### config.mk
export PLATFORM = sky130hd
export DESIGN_NAME = node_id_reg
export DESIGN_NICKNAME = d
export VERILOG_FILES = /design/src/rtl/node_id_pkg.sv /design/src/rtl/nid_link_state.sv /design/src/rtl/nid_busnum.sv /design/src/rtl/nid_tx_gate.sv /design/src/rtl/node_id_reg.sv
export SDC_FILE = /design/constraint.sdc
export NUM_CORES = 1
export LEC_CHECK = 0
export BUFFER_PORTS_ARGS = -buffer_cell sky130_fd_sc_hd__buf_4
export CORE_MARGIN = 3
export CORE_UTILIZATION = 37
export DETAILED_ROUTE_END_ITERATION = 10
export MAX_ROUTING_LAYER = met4
export PLACE_DENSITY = 0.83
export SYNTH_ARGS = -nofsm -noshare
export SYNTH_HDL_FRONTEND = slang
export SYNTH_SLANG_ARGS = --single-unit
### constraint.sdc
create_clock -name clk -period 1.5 [get_ports clk]
set_input_delay 0 -clock clk [delete_from_list [all_inputs] [get_ports clk]]
set_output_delay 0 -clock clk [all_outputs]
set_load 0.005 [all_outputs]
### src/rtl/node_id_pkg.sv
package node_id_pkg;

    localparam int ADDR_W     = 8;
    localparam int DATA_W     = 32;
    localparam int NODE_W     = 6;
    localparam int BUSNUM_W   = 10;
    localparam int N_TX_CTX   = 2;

    localparam logic [ADDR_W-1:0] NID_OFFSET = 8'hE8;

    // bit placement inside the 32-bit word
    localparam int VALID_BIT  = 31;
    localparam int ROOT_BIT   = 30;
    localparam int CPS_BIT    = 27;
    localparam int NODE_LSB   = 0;
    localparam int BUSNUM_LSB = NODE_LSB + NODE_W;
    localparam int BUSNUM_MSB = BUSNUM_LSB + BUSNUM_W - 1;

    localparam logic [NODE_W-1:0]   NODE_UNSET  = '1;
    localparam logic [BUSNUM_W-1:0] BUSNUM_INIT = '1;

    typedef struct packed {
        logic                valid;
        logic                root;
        logic                cps;
        logic [BUSNUM_W-1:0] busnum;
        logic [NODE_W-1:0]   node;
    } nid_fields_t;

    function automatic logic [DATA_W-1:0] pack_word(input nid_fields_t f);
        logic [DATA_W-1:0] w;
        w = '0;
        w[VALID_BIT] = f.valid;
        w[ROOT_BIT]  = f.root;
        w[CPS_BIT]   = f.cps;
        w[BUSNUM_MSB:BUSNUM_LSB] = f.busnum;
        w[BUSNUM_LSB-1:NODE_LSB] = f.node;
        return w;
    endfunction

    function automatic logic node_unusable(input logic valid,
                                           input logic [NODE_W-1:0] node);
        return (!valid) || (node == NODE_UNSET);
    endfunction

endpackage

### src/rtl/nid_link_state.sv
module nid_link_state
    import node_id_pkg::*;
(
    input  logic              clk,
    input  logic              rst,
    input  logic              bus_reset,
    input  logic              selfid_done,
    input  logic [NODE_W-1:0] selfid_node,
    input  logic              phy_root,
    input  logic              cable_pwr_ok,
    output logic              valid_q,
    output logic              root_q,
    output logic              cps_q,
    output logic [NODE_W-1:0] node_q
);

    typedef enum logic [1:0] {
        EV_NONE,
        EV_RESET,
        EV_SELFID
    } link_ev_e;

    link_ev_e ev;

    // bus reset takes priority over a coincident self-ID strobe
    always_comb begin
        if (bus_reset)        ev = EV_RESET;
        else if (selfid_done) ev = EV_SELFID;
        else                  ev = EV_NONE;
    end

    always_ff @(posedge clk) begin
        if (rst) begin
            valid_q <= 1'b0;
            root_q  <= 1'b0;
            node_q  <= NODE_UNSET;
        end else begin
            case (ev)
                EV_RESET: begin
                    valid_q <= 1'b0;
                    root_q  <= 1'b0;
                end
                EV_SELFID: begin
                    valid_q <= 1'b1;
                    root_q  <= phy_root;
                    node_q  <= selfid_node;
                end
                default: ;
            endcase
        end
    end

    always_ff @(posedge clk) begin
        if (rst) cps_q <= 1'b0;
        else     cps_q <= cable_pwr_ok;
    end

endmodule

### src/rtl/nid_busnum.sv
module nid_busnum
    import node_id_pkg::*;
(
    input  logic                clk,
    input  logic                rst,
    input  logic                wr_hit,
    input  logic [BUSNUM_W-1:0] wr_val,
    output logic [BUSNUM_W-1:0] busnum_q
);

    always_ff @(posedge clk) begin
        if (rst)         busnum_q <= BUSNUM_INIT;
        else if (wr_hit) busnum_q <= wr_val;
    end

endmodule

### src/rtl/nid_tx_gate.sv
module nid_tx_gate
    import node_id_pkg::*;
(
    input  logic                valid,
    input  logic [NODE_W-1:0]   node,
    input  logic [N_TX_CTX-1:0] run_req,
    output logic [N_TX_CTX-1:0] run_grant,
    output logic                block
);

    assign block = node_unusable(valid, node);

    for (genvar i = 0; i < N_TX_CTX; i++) begin : g_ctx
        assign run_grant[i] = run_req[i] & ~block;
    end

endmodule

### src/rtl/node_id_reg.sv
module node_id_reg
    import node_id_pkg::*;
(
    input  logic                clk,
    input  logic                rst,
    input  logic [ADDR_W-1:0]   reg_addr,
    input  logic                reg_wr,
    input  logic [DATA_W-1:0]   reg_wdata,
    output logic [DATA_W-1:0]   reg_rdata,
    input  logic                bus_reset,
    input  logic                selfid_done,
    input  logic [NODE_W-1:0]   selfid_node,
    input  logic                phy_root,
    input  logic                cable_pwr_ok,
    input  logic [N_TX_CTX-1:0] tx_run_req,
    output logic [N_TX_CTX-1:0] tx_run_grant,
    output logic                tx_block
);

    logic                valid_q;
    logic                root_q;
    logic                cps_q;
    logic [NODE_W-1:0]   node_q;
    logic [BUSNUM_W-1:0] busnum_q;
    logic                addr_hit;
    logic                wr_hit;
    nid_fields_t         fields;
    logic                unused_wbits;

    assign addr_hit = (reg_addr == NID_OFFSET);
    assign wr_hit   = reg_wr && addr_hit;

    // only the bus-number slice of the write data is consumed
    assign unused_wbits = ^{reg_wdata[DATA_W-1:BUSNUM_MSB+1],
                            reg_wdata[BUSNUM_LSB-1:0]};

    nid_link_state u_link (
        .clk          (clk),
        .rst          (rst),
        .bus_reset    (bus_reset),
        .selfid_done  (selfid_done),
        .selfid_node  (selfid_node),
        .phy_root     (phy_root),
        .cable_pwr_ok (cable_pwr_ok),
        .valid_q      (valid_q),
        .root_q       (root_q),
        .cps_q        (cps_q),
        .node_q       (node_q)
    );

    nid_busnum u_bus (
        .clk      (clk),
        .rst      (rst),
        .wr_hit   (wr_hit),
        .wr_val   (reg_wdata[BUSNUM_MSB:BUSNUM_LSB]),
        .busnum_q (busnum_q)
    );

    nid_tx_gate u_gate (
        .valid     (valid_q),
        .node      (node_q),
        .run_req   (tx_run_req),
        .run_grant (tx_run_grant),
        .block     (tx_block)
    );

    always_comb begin
        fields.valid  = valid_q;
        fields.root   = root_q;
        fields.cps    = cps_q;
        fields.busnum = busnum_q;
        fields.node   = node_q;
        reg_rdata     = addr_hit ? pack_word(fields) : '0;
    end

endmodule

==> results of run 1 <==
[worst paths after layout]
check                          from                end  slack (ns)
setup / recovery   u_link.node_q[2]    tx_run_grant[0]        0.22
setup reg to reg     u_link.valid_q     u_link.valid_q        0.36
hold / removal             phy_root      u_link.root_q        0.04
hold reg to reg   u_bus.busnum_q[4]  u_bus.busnum_q[4]        0.52
[state kept, by name (all words and copies together), names as in the netlist]
signal / flops
u_bus.busnum_q: 10
u_link.cps_q: 1
u_link.node_q: 6
u_link.root_q: 1
u_link.valid_q: 1
[layout make-up]
| type | count | area share |
|---|---|---|
| inverters | 3 | 0.00701 |
| multi-input cells | 90 | 0.330 |
| flip-flops and latches | 19 | 0.237 |
| well taps | 30 | 0.0234 |
| repair buffers | 76 | 0.385 |
| clock buffers | 3 | 0.0140 |
| clock inverters | 1 | 0.00312 |
[metrics by stage]
step	area, sq um	instances	util
finish	1610	222	0.636
global route	1610	222	0.636
CTS	1610	222	0.636
detailed placement	1390	199	0.550
global placement	1390	199	0.550
floorplan	1050	131	-
[what timing repair did]
item | 4_1_cts | 5_1_grt
hold buffers | 19 | 0
gates resized for setup | 0 | 0
hold endpoints to repair | 19 | 0
setup endpoints to repair | 0 | 0
[cells in the mapped netlist]
cell      number
a211o_1        6
and2_1        19
buf_4         13
buf_6          1
clkbuf_1       5
conb_1         1
dfxtp_1       19
inv_1          3
mux2i_1       11
nand2_1        1
nand2b_1       1
nand4_1        1
nand4b_1       1
nor2_1        23
nor2b_1        8
nor3_1         2
nor3_2         1
o21ai_0        1
or2_1          1
or4_1          1
[routing by layer]
| metal | vias to the layer above | part of all wire | wire length (um) |
|---|---|---|---|
| met2 | 38 | 0.53 | 1290 |
| met1 | 440 | 0.41 | 1010 |
| met3 | 0 | 0.061 | 149 |
| li1 | 502 | - | - |
| met4 | 0 | 0 | 0 |
| met5 | - | 0 | 0 |
[logic make-up after synthesis]
| group | count (synthesis) | share of synthesized area |
|---|---|---|
| and+or+nand+nor | 59 | 0.313 |
| buffers and inverters | 22 | 0.138 |
| DFF | 19 | 0.379 |
| muxes | 11 | 0.110 |
| AOI/OAI and AO/OA | 7 | 0.0573 |
| other | 1 | 0.00373 |
[power groups by stage]
| stage | logic (mW) | registers [mW] | clock network [mW] |
|---|---|---|---|
| final | 0.183 | 0.528 | 0.247 |
| after global routing | 0.202 | 0.531 | 0.282 |
| after CTS | 0.183 | 0.528 | 0.266 |
| after detailed placement | 0.143 | 0.539 | 0 |
| after global placement | 0.138 | 0.539 | 0 |
| after floorplan | 0.0870 | 0.536 | 0 |
[worst max-delay path: stages, from the launching register on]
cell and delay [ns]:
dfxtp_1 0.37, nand4_1 0.09, o21ai_0 0.31, nor2_1 0.07, buf_4 0.14
==> results by group, run 1 <==
Timing
  – RSZ-0062 raised after global routing: false
  – TNS Setup: 0 ns
  – Final worst path period need: approximately 1.3 ns
  – Clock skew: 0 ns
  – Part of the cycle the worst path needs: 0.850
  – Final setup margin: 0.224 ns
  – Final Hold Fails: 0
  – Setup-violating endpoint count in the final report: 0
  – Fmax: 784 MHz
  – Slew Limit Fails: 0
  – Final hold slack: 0.0443 ns

Setup path
  – CP Capture Type: output pin
  – Crit path arrival time: 1.28 ns
  – Largest fanout on the critical path: 3
  – Crit start category: register
  – Critical Setup Path Class: reg -> out
  – Required @ worst endpoint: approximately 1.5 ns
  – FF-to-FF path depth: 3

GRT
  – Met1 usage: 0.179
  – Met3 Usage GRT: 0.0223
  – GR Util met2: 0.281
  – Grt ovf: 0
  – Antenna violations before repair: 0
  – Number of global-route vias before repair: 1000
  – Largest net degree at the start of global routing: 30
  – First-pass GRT wire length: ~4000 um
  – Most used routing layer: met2
  – GR Util All Layers: 0.154

Drt
  – ANT nets after route: 0
  – Drc violations: 0
  – DR iter-0 viols: 10
  – Wirelength, routed: 2450 um
  – Via-to-Cell Ratio: 4.41
  – Avg WL per Cell: 11.0 um
  – Vias: 980
  – Pre-antenna DRT Iters: 3

Power and ir drop
  – Power Total: 0.958 mW
  – Combinational share of power: 0.191
  – Power Internal: 0.736 mW
  – Psw: 0.222 mW
  – Switch share: 0.232
  – P_leak: approximately 0.85 nW
  – Clock share of power: 0.258
  – Reg power frac: 0.551
  – Maximum VDD drop: 520 uV
  – PwrDens: 597 nW/um^2

Cells and area
  – Reg area: 380 sq um
  – Final net count: around 250
  – Syn-to-layout area delta: 59.8%
  – N_diodes: 0
  – FILL cells: ~210
  – Area of the multi-input gates: between 500 and 600 sq um
  – Commonest non-fill, non-tap cell in the layout: buf_4
  – Layout cell share with drive strength beyond 1: 0.323
  – Most frequent cells in the layout: buf_4, nor2_1, and2_1, dlygate4sd3_1, dfxtp_1

Die
  – Die X: 58.1 um
  – Die area: 3380 sq um
  – Rows: 18
  – Die Height: slightly below 60 um
  – Initial core utilization: 0.398
  – I/O pins: 90
  – Core area: between 2000 and 3000 sq um

Synthesis
  – Top-area cell type share of the netlist area: 0.379
  – Synth top area cells: dfxtp_1, and2_1, mux2i_1
  – Syn_area_per_cell: around 8.4 sq um
  – Count of different cell masters after synthesis: 20
  – Post-synthesis sequential area ratio: 0.379
  – Mapped Area: 1000 sq um
  – Number of synthesized register bits: 19
  – Cells after Synth: 119
  – Synth warn: 0
  – Yosys top cell by area: dfxtp_1

Placement
  – Port Buffers: 54
  – Pre-CTS setup slack: 0.218 ns
  – GPL Wtd Cong: 0.712
  – HPWL Detailed: about 1800 um

CTS
  – Clk Latency, worst-skew pair: 0.29 ns
  – CTS buffer count: 3
  – Clock transition at path regs: about 0.1 ns
  – CTS tree: yes
  – Post-CTS setup buffer count: 0
  – Clock root buffer: clkbuf_4
  – Clk buf depth: 2
  – Num Clock Sinks: 19
  – Htree depth: 1

Status
  – Status: finished clean

Min path
  – Hold Crit Class: in -> reg
  – Hold Path Cell Cnt: 3

Flow run
  – Max cap viols: 0
Note: power is estimated with default switching activity, not from simulation.
==> run 2, diff against run 1 <==
--- a/config.mk
+++ b/config.mk
@@ -10,7 +10,7 @@
 export CORE_UTILIZATION = 37
 export DETAILED_ROUTE_END_ITERATION = 10
 export MAX_ROUTING_LAYER = met4
-export PLACE_DENSITY = 0.83
+export PLACE_DENSITY = 0.84
 export SYNTH_ARGS = -nofsm -noshare
 export SYNTH_HDL_FRONTEND = slang
 export SYNTH_SLANG_ARGS = --single-unit
==> constraint.sdc (replaced) <==
create_clock -name clk -period 1.29 [get_ports clk]
set_input_delay 0 -clock clk [delete_from_list [all_inputs] [get_ports clk]]
set_output_delay 0 -clock clk [all_outputs]
set_load 0.005 [all_outputs]
==> results by group, run 2 (synthesized netlist as in run 1, its figures left out) <==
Die
  – Die area: 3380 sq um (unchanged)
  – Die X: 58.1 um (unchanged)
  – Initial core utilization: 0.398 (unchanged)
  – Core area: 2520 sq um (unchanged)
  – I/O pins: 90 (unchanged)
  – Rows: 18 (unchanged)
  – Die Height: 58.1 um (unchanged)

Drt
  – Drc violations: 0 (unchanged)
  – Wirelength, routed: 2610 um (was 2450 um)
  – Pre-antenna DRT Iters: 3 (unchanged)
  – ANT nets after route: 0 (unchanged)
  – Vias: 999 (was 980)
  – Via-to-Cell Ratio: 4.50 (was 4.41)
  – DR iter-0 viols: 6 (was 10)
  – Avg WL per Cell: 11.7 um (was 11.0 um)

CTS
  – Clock transition at path regs: 0.12 ns (was 0.10 ns)
  – Clk Latency, worst-skew pair: 0.29 ns (about the same)
  – Clk buf depth: 2 (unchanged)
  – Post-CTS setup buffer count: 0 (unchanged)
  – Htree depth: 1 (unchanged)
  – Num Clock Sinks: 19 (unchanged)
  – CTS buffer count: 3 (unchanged)
  – CTS tree: yes (unchanged)
  – Clock root buffer: clkbuf_4 (unchanged)

GRT
  – GR Util All Layers: 0.166 (was 0.154)
  – Number of global-route vias before repair: 1035 (was 1000)
  – First-pass GRT wire length: 4260 um (was 4110 um)
  – Grt ovf: 0 (unchanged)
  – Largest net degree at the start of global routing: 30 (unchanged)
  – Antenna violations before repair: 0 (unchanged)

Cells and area
  – Post-Layout Cell Count: 222 (unchanged)
  – Most frequent cells in the layout: buf_4, nor2_1, and2_1, dlygate4sd3_1, dfxtp_1 (unchanged)
  – N_diodes: 0 (unchanged)
  – Most flops, register: u_bus.busnum_q (unchanged)
  – Final net count: 248 (unchanged)
  – End-of-flow core utilization: 0.636 (unchanged)
  – Syn-to-layout area delta: 59.8% (unchanged)
  – Commonest non-fill, non-tap cell in the layout: buf_4 (unchanged)
  – Max reg flops: 10 (unchanged)
  – Regs by FF count: u_bus.busnum_q: 10 flops, u_link.node_q: 6 flops (unchanged)
  – Layout cell share with drive strength beyond 1: 0.323 (unchanged)

Placement
  – Placed instance count: 199 (unchanged)
  – Pre-CTS setup slack: -0.000794 ns (was 0.218 ns)
  – GPL Wtd Cong: 0.670 (was 0.712)
  – HPWL Detailed: 1870 um (was 1780 um)
  – Port Buffers: 54 (unchanged)

Timing
  – Slew Limit Fails: 0 (unchanged)
  – Fmax: 861 MHz
  – Setup-violating endpoint count in the final report: 0 (unchanged)
  – Part of the cycle the worst path needs: 0.900
  – Final Hold Fails: 0 (unchanged)
  – Final worst path period need: between 1 and 1.5 ns
  – Final setup margin: 0.129 ns (was 0.224 ns)
  – Clock skew: 0 ns (unchanged)
  – RSZ-0062 raised after global routing: false (unchanged)

Power and ir drop
  – Reg power frac: 0.544 (was 0.551)
  – Psw: 0.273 mW (was 0.222 mW)
  – P_leak: 0.849 nW (was 0.851 nW)
  – Clock share of power: 0.265 (was 0.258)
  – PwrDens: 703 nW/um^2 (was 597 nW/um^2)
  – Power Total: 1.13 mW (was 0.958 mW)
  – Combinational share of power: 0.190 (was 0.191)
  – Switch share: 0.242 (was 0.232)
  – Maximum VDD drop: 514 uV (was 520 uV)
  – Power Internal: 0.856 mW (was 0.736 mW)

Setup path
  – Largest fanout on the critical path: 3 (unchanged)
  – CP Capture Type: output pin (unchanged)
  – Crit path arrival time: 1.16 ns (was 1.28 ns)
  – Required @ worst endpoint: 1.29 ns (was 1.50 ns)
  – Critical Setup Path Class: reg -> out (unchanged)
  – Crit start category: register (unchanged)

Flow run
  – Max cap viols: 0 (unchanged)

Status
  – Status: finished clean (unchanged)

Min path
  – Hold Crit Class: in -> reg (unchanged)
[run 2: cell counts in the layout (fill, tap and decap cells not counted)]
Identical to the previous run, type by type.
[run 2: what timing repair did]
action                     in CTS  in global routing
hold buffers                   20                  0
setup endpoints to repair       0                  4
gates resized for setup         0                  1
hold endpoints to repair       19                  0
[run 2: cell type report]
type,count,area [sq um]
fillers,206,917
repair buffers,76,618
multi-input cells,90,531
flip-flops and latches,19,380
well taps,30,37.5
clock buffers,3,22.5
inverters,3,11.3
clock inverters,1,5.00
[run 2: worst max-delay path, cell delays in order, from the launching register on]
cell and delay, ns:
dfxtp_1 0.36, nand4_1 0.10, o21ai_1 0.21, nor2_1 0.06, buf_4 0.13
[run 2: worst paths after layout]
path | start | depth (start not counted) | endpoint | slack [ns]
worst min register to register | u_bus.busnum_q[9] | 2 | u_bus.busnum_q[9] | 0.52
worst max register to register | u_link.node_q[5] | 2 | u_link.node_q[5] | 0.46
worst min-delay path | phy_root | 3 | u_link.root_q | 0.04
worst max-delay path | u_link.node_q[3] | 4 | tx_run_grant[0] | 0.13
[run 2: power by group through the flow]
stage	combinational, mW	clock, mW	sequential (mW)
after CTS	0.215	0.315	0.614
after detailed placement	0.167	0	0.627
final	0.215	0.299	0.615
after floorplan	0.101	0	0.623
after global routing	0.235	0.349	0.618
after global placement	0.160	0	0.626
[run 2: stage by stage]
stage               hold WS, ns  setup TNS, ns  area, sq um
detailed placement        0.192      -0.000794         1390
finish                   0.0389              0         1610
global placement          0.185              0         1390
floorplan                0.0707              0         1050
CTS                      0.0679              0         1620
global route             0.0631              0         1610
[run 2: per-layer routing]
layer,GRT usage,part of all wire,routed length [um],vias to the layer above
met2,0.319,0.54,1420,40
met3,0.0223,0.059,155,2
met4,0.0596,0.0031,8,0
met5,-,0,0,-
met1,0.169,0.39,1020,456
li1,-,-,-,501
==> run 3, diff against run 2 <==
--- a/config.mk
+++ b/config.mk
@@ -7,10 +7,12 @@
 export LEC_CHECK = 0
 export BUFFER_PORTS_ARGS = -buffer_cell sky130_fd_sc_hd__buf_4
 export CORE_MARGIN = 3
-export CORE_UTILIZATION = 37
+export CORE_UTILIZATION = 40
 export DETAILED_ROUTE_END_ITERATION = 10
+export HOLD_SLACK_MARGIN = 0.05
 export MAX_ROUTING_LAYER = met4
-export PLACE_DENSITY = 0.84
+export PLACE_DENSITY = 0.85
 export SYNTH_ARGS = -nofsm -noshare
 export SYNTH_HDL_FRONTEND = slang
+export SYNTH_HIERARCHICAL = 1
 export SYNTH_SLANG_ARGS = --single-unit
==> results by group, run 3 <==
Status
  – Status: finished clean (unchanged)

Setup path
  – FF-to-FF Start: u_link/valid_q (was u_link.node_q[5])
  – Crit Reg-Reg Endpoint: u_link/valid_q (was u_link.node_q[5])
  – Largest fanout on the critical path: 3 (unchanged)
  – Crit path depth: 4 (unchanged)
  – FF-to-FF path depth: 3 (was 2)
  – Required @ worst endpoint: 1.51 ns (was 1.29 ns)
  – CP most frequent cell: dlygate4sd3_1
  – Crit path arrival time: 1.45 ns (was 1.16 ns)
  – Crit path capture: u_link/valid_q (was tx_run_grant[0])
  – CP Buf/Inv Count: 3 (was 1)
  – Slowest-stage cell, CP: dlygate4sd3_1 (was dfxtp_1)
  – Crit-path leading delay family: buffers and inverters (was flip-flops)
  – Critical Setup Path Class: in -> reg (was reg -> out)
  – CP cell instances: dlygate4sd3_1 -> buf_4 -> nor3_2 -> dlygate4sd3_1 (was nand4_1 -> o21ai_1 -> nor2_1 -> buf_4)
  – Crit start category: input pin (was register)
  – Worst Setup SP: bus_reset (was u_link.node_q[3])
  – CP Capture Type: register (was output pin)
  – CP max stage delay: 0.58 ns (was 0.36 ns)
  – R2R Setup Slk: 0.08 ns (was 0.46 ns)

Power and ir drop
  – Maximum VDD drop: 548 uV (was 514 uV)
  – PwrDens: 625 nW/um^2 (was 703 nW/um^2)
  – P_leak: 0.937 nW (was 0.849 nW)

CTS
  – Clk buf depth: 2 (unchanged)
  – Post-CTS setup buffer count: 0 (unchanged)
  – Clk Latency, worst-skew pair: 0.29 ns (about the same)
  – Htree depth: 1 (unchanged)
  – Clock root buffer: clkbuf_4 (unchanged)
  – Num Clock Sinks: 19 (unchanged)
  – CTS tree: yes (unchanged)
  – Clock transition at path regs: 0.10 ns (was 0.12 ns)
  – CTS buffer count: 3 (unchanged)

GRT
  – GR Util All Layers: 0.158 (was 0.166)
  – Grt ovf: 0 (unchanged)
  – Largest net degree at the start of global routing: 26 (was 30)
  – First-pass GRT wire length: 4310 um (was 4260 um)
  – Antenna violations before repair: 0 (unchanged)
  – Number of global-route vias before repair: 986 (was 1035)

Drt
  – Vias: 1058 (was 999)
  – DR iter-0 viols: 17 (was 6)
  – Pre-antenna DRT Iters: 4 (was 3)
  – Drc violations: 0 (unchanged)
  – ANT nets after route: 0 (unchanged)
  – Via-to-Cell Ratio: 4.45 (was 4.50)
  – Avg WL per Cell: 12.0 um (was 11.7 um)
  – Wirelength, routed: 2860 um (was 2610 um)

Synthesis
  – Ys async rst share: 0 (unchanged)
  – Number of synthesized register bits: 19 (unchanged)
  – Top cells by instance count after synthesis: inv_1, dfxtp_1, nor3_2, buf_4, nor2_1 (was nor2_1, and2_1, dfxtp_1, buf_4, mux2i_1)
  – Number of synthesized flops with an enable pin: 0 (unchanged)
  – Post-synthesis sequential area ratio: 0.313 (was 0.379)
  – Mapped Area: 1210 sq um (was 1000 sq um)
  – Yosys top cell by area: dfxtp_1 (unchanged)
  – Top-area cell type share of the netlist area: 0.313 (was 0.379)
  – Count of different cell masters after synthesis: 23 (was 20)
  – Synth Flop Type: dfxtp_1 (unchanged)
  – Syn_area_per_cell: 9.13 sq um (was 8.44 sq um)
  – Most common cell in the netlist: inv_1 (was nor2_1)
  – Synth warn: 6 (was 0)
  – Cells after Synth: 133 (was 119)
  – Synth top area cells: dfxtp_1, nor3_2, buf_4 (was dfxtp_1, and2_1, mux2i_1)

Die
  – I/O pins: 90 (unchanged)
  – Rows: 19 (was 18)
  – Die Height: 61.1 um (was 58.1 um)
  – Initial core utilization: 0.429 (was 0.398)
  – Core area: 2830 sq um (was 2520 sq um)
  – Die X: 61.1 um (was 58.1 um)
  – Die area: 3730 sq um (was 3380 sq um)

Cells and area
  – Post-Layout Cell Count: 238 (was 222)
  – Reg area: 382 sq um (was 380 sq um)
  – Layout cell share with drive strength beyond 1: 0.425 (was 0.323)
  – FILL cells: 241 (was 206)
  – Final net count: 263 (was 248)
  – Area of the multi-input gates: 626 sq um (was 531 sq um)
  – N_diodes: 0 (unchanged)
  – Max reg flops: 10 (unchanged)
  – Regs by FF count: u_bus/busnum_q: 10 flops, u_link/node_q: 6 flops (was u_bus.busnum_q: 10 flops, u_link.node_q: 6 flops)
  – Syn-to-layout area delta: 49.3% (was 59.8%)
  – Final design area excluding fillers: 1810 sq um (was 1610 sq um)
  – Most flops, register: u_bus/busnum_q (was u_bus.busnum_q)
  – Commonest non-fill, non-tap cell in the layout: buf_4 (unchanged)
  – Most frequent cells in the layout: buf_4, inv_1, dlygate4sd3_1 (was buf_4, nor2_1, and2_1, dlygate4sd3_1, dfxtp_1)

Timing
  – Clock skew: 0 ns (unchanged)
  – Final worst path period need: 1.23 ns (was 1.16 ns)
  – RSZ-0062 raised after global routing: false (unchanged)
  – Part of the cycle the worst path needs: 0.950 (was 0.900)
  – Final Hold Fails: 0 (unchanged)
  – Slew Limit Fails: 0 (unchanged)
  – Setup-violating endpoint count in the final report: 0 (unchanged)
  – Fmax: 816 MHz (was 861 MHz)

Min path
  – Hold Crit Class: in -> reg (unchanged)

Placement
  – HPWL Detailed: 1960 um (was 1870 um)
  – GPL Wtd Cong: 0.766 (was 0.670)
  – Port Buffers: 54 (unchanged)
  – Placed cell area: 1580 sq um (was 1390 sq um)
  – Placed instance count: 214 (was 199)

Flow run
  – Max cap viols: 0 (unchanged)
==> run 3: power breakdown <==
part           leakage [nW]  internal (mW)  switching, mW  total, mW
clock                0.0177          0.115          0.174      0.289
combinational         0.764          0.135         0.0963      0.232
sequential            0.155          0.601         0.0109      0.612
==> run 3: worst min-delay path by stage <==
stage / startpoint / to / slack (ns) / depth (start not counted)
global placement: bus_reset / u_link/valid_q / 0.21 / 2
global route: rst / u_link/root_q / 0.11 / 2
floorplan: bus_reset / u_link/root_q / 0.08 / 1
CTS: rst / u_link/root_q / 0.07 / 2
finish: selfid_done / u_link/root_q / 0.04 / 3
detailed placement: reg_wdata[12] / u_bus/busnum_q[6] / 0.21 / 2
==> run 3: per-layer routing <==
layer  up-vias  track usage  routed length [um]
met5         -            -                   0
met3         2       0.0147                 165
li1        553            -                   -
met2        38        0.299                1550
met1       465        0.177                1120
met4         0       0.0372                  25
==> run 3: kinds of logic after synthesis <==
group	after synthesis	synth area share
mux	7	0.0577
simple gates	51	0.321
other cells	1	0.00309
buf+inv	42	0.212
compound gates	13	0.0928
flops	19	0.313
==> run 3: layout make-up <==
class | count | area share
Clock buffer | 3 | 0.0124
Clock inverter | 1 | 0.00276
Inverter | 20 | 0.0414
Multi-Input combinational cell | 84 | 0.345
Sequential cell | 19 | 0.211
Tap cell | 31 | 0.0214
Timing Repair Buffer | 80 | 0.366
==> run 3: timing repair <==
item	4_1_cts	5_1_grt
hold buffers	21	0
gates resized for setup	0	2
setup endpoints to repair	0	2
endpoints found under the hold margin	19	0
==> run 3: stage by stage <==
step | hold WS, ns | worst slack [ns] | TNS (ns) | util | power [mW]
2_1_floorplan | 0.0793 | -0.0456 | -0.453 | - | 0.741
4_1_cts | 0.0699 | 0.0812 | 0 | 0.642 | 1.14
6_report | 0.0356 | 0.0641 | 0 | 0.640 | 1.13
5_1_grt | 0.112 | 0.0248 | 0 | 0.640 | 1.19
3_5_place_dp | 0.212 | -0.124 | -1.13 | 0.558 | 0.804
3_3_place_gp | 0.209 | -0.0888 | -0.841 | 0.558 | 0.801
==> run 3: worst reg2reg max path, stage by stage (launching register included) <==
cell and delay, ns:
dfxtp_2 0.35, nor2_1 0.13, nor3_2 0.05, dlygate4sd3_1 0.57
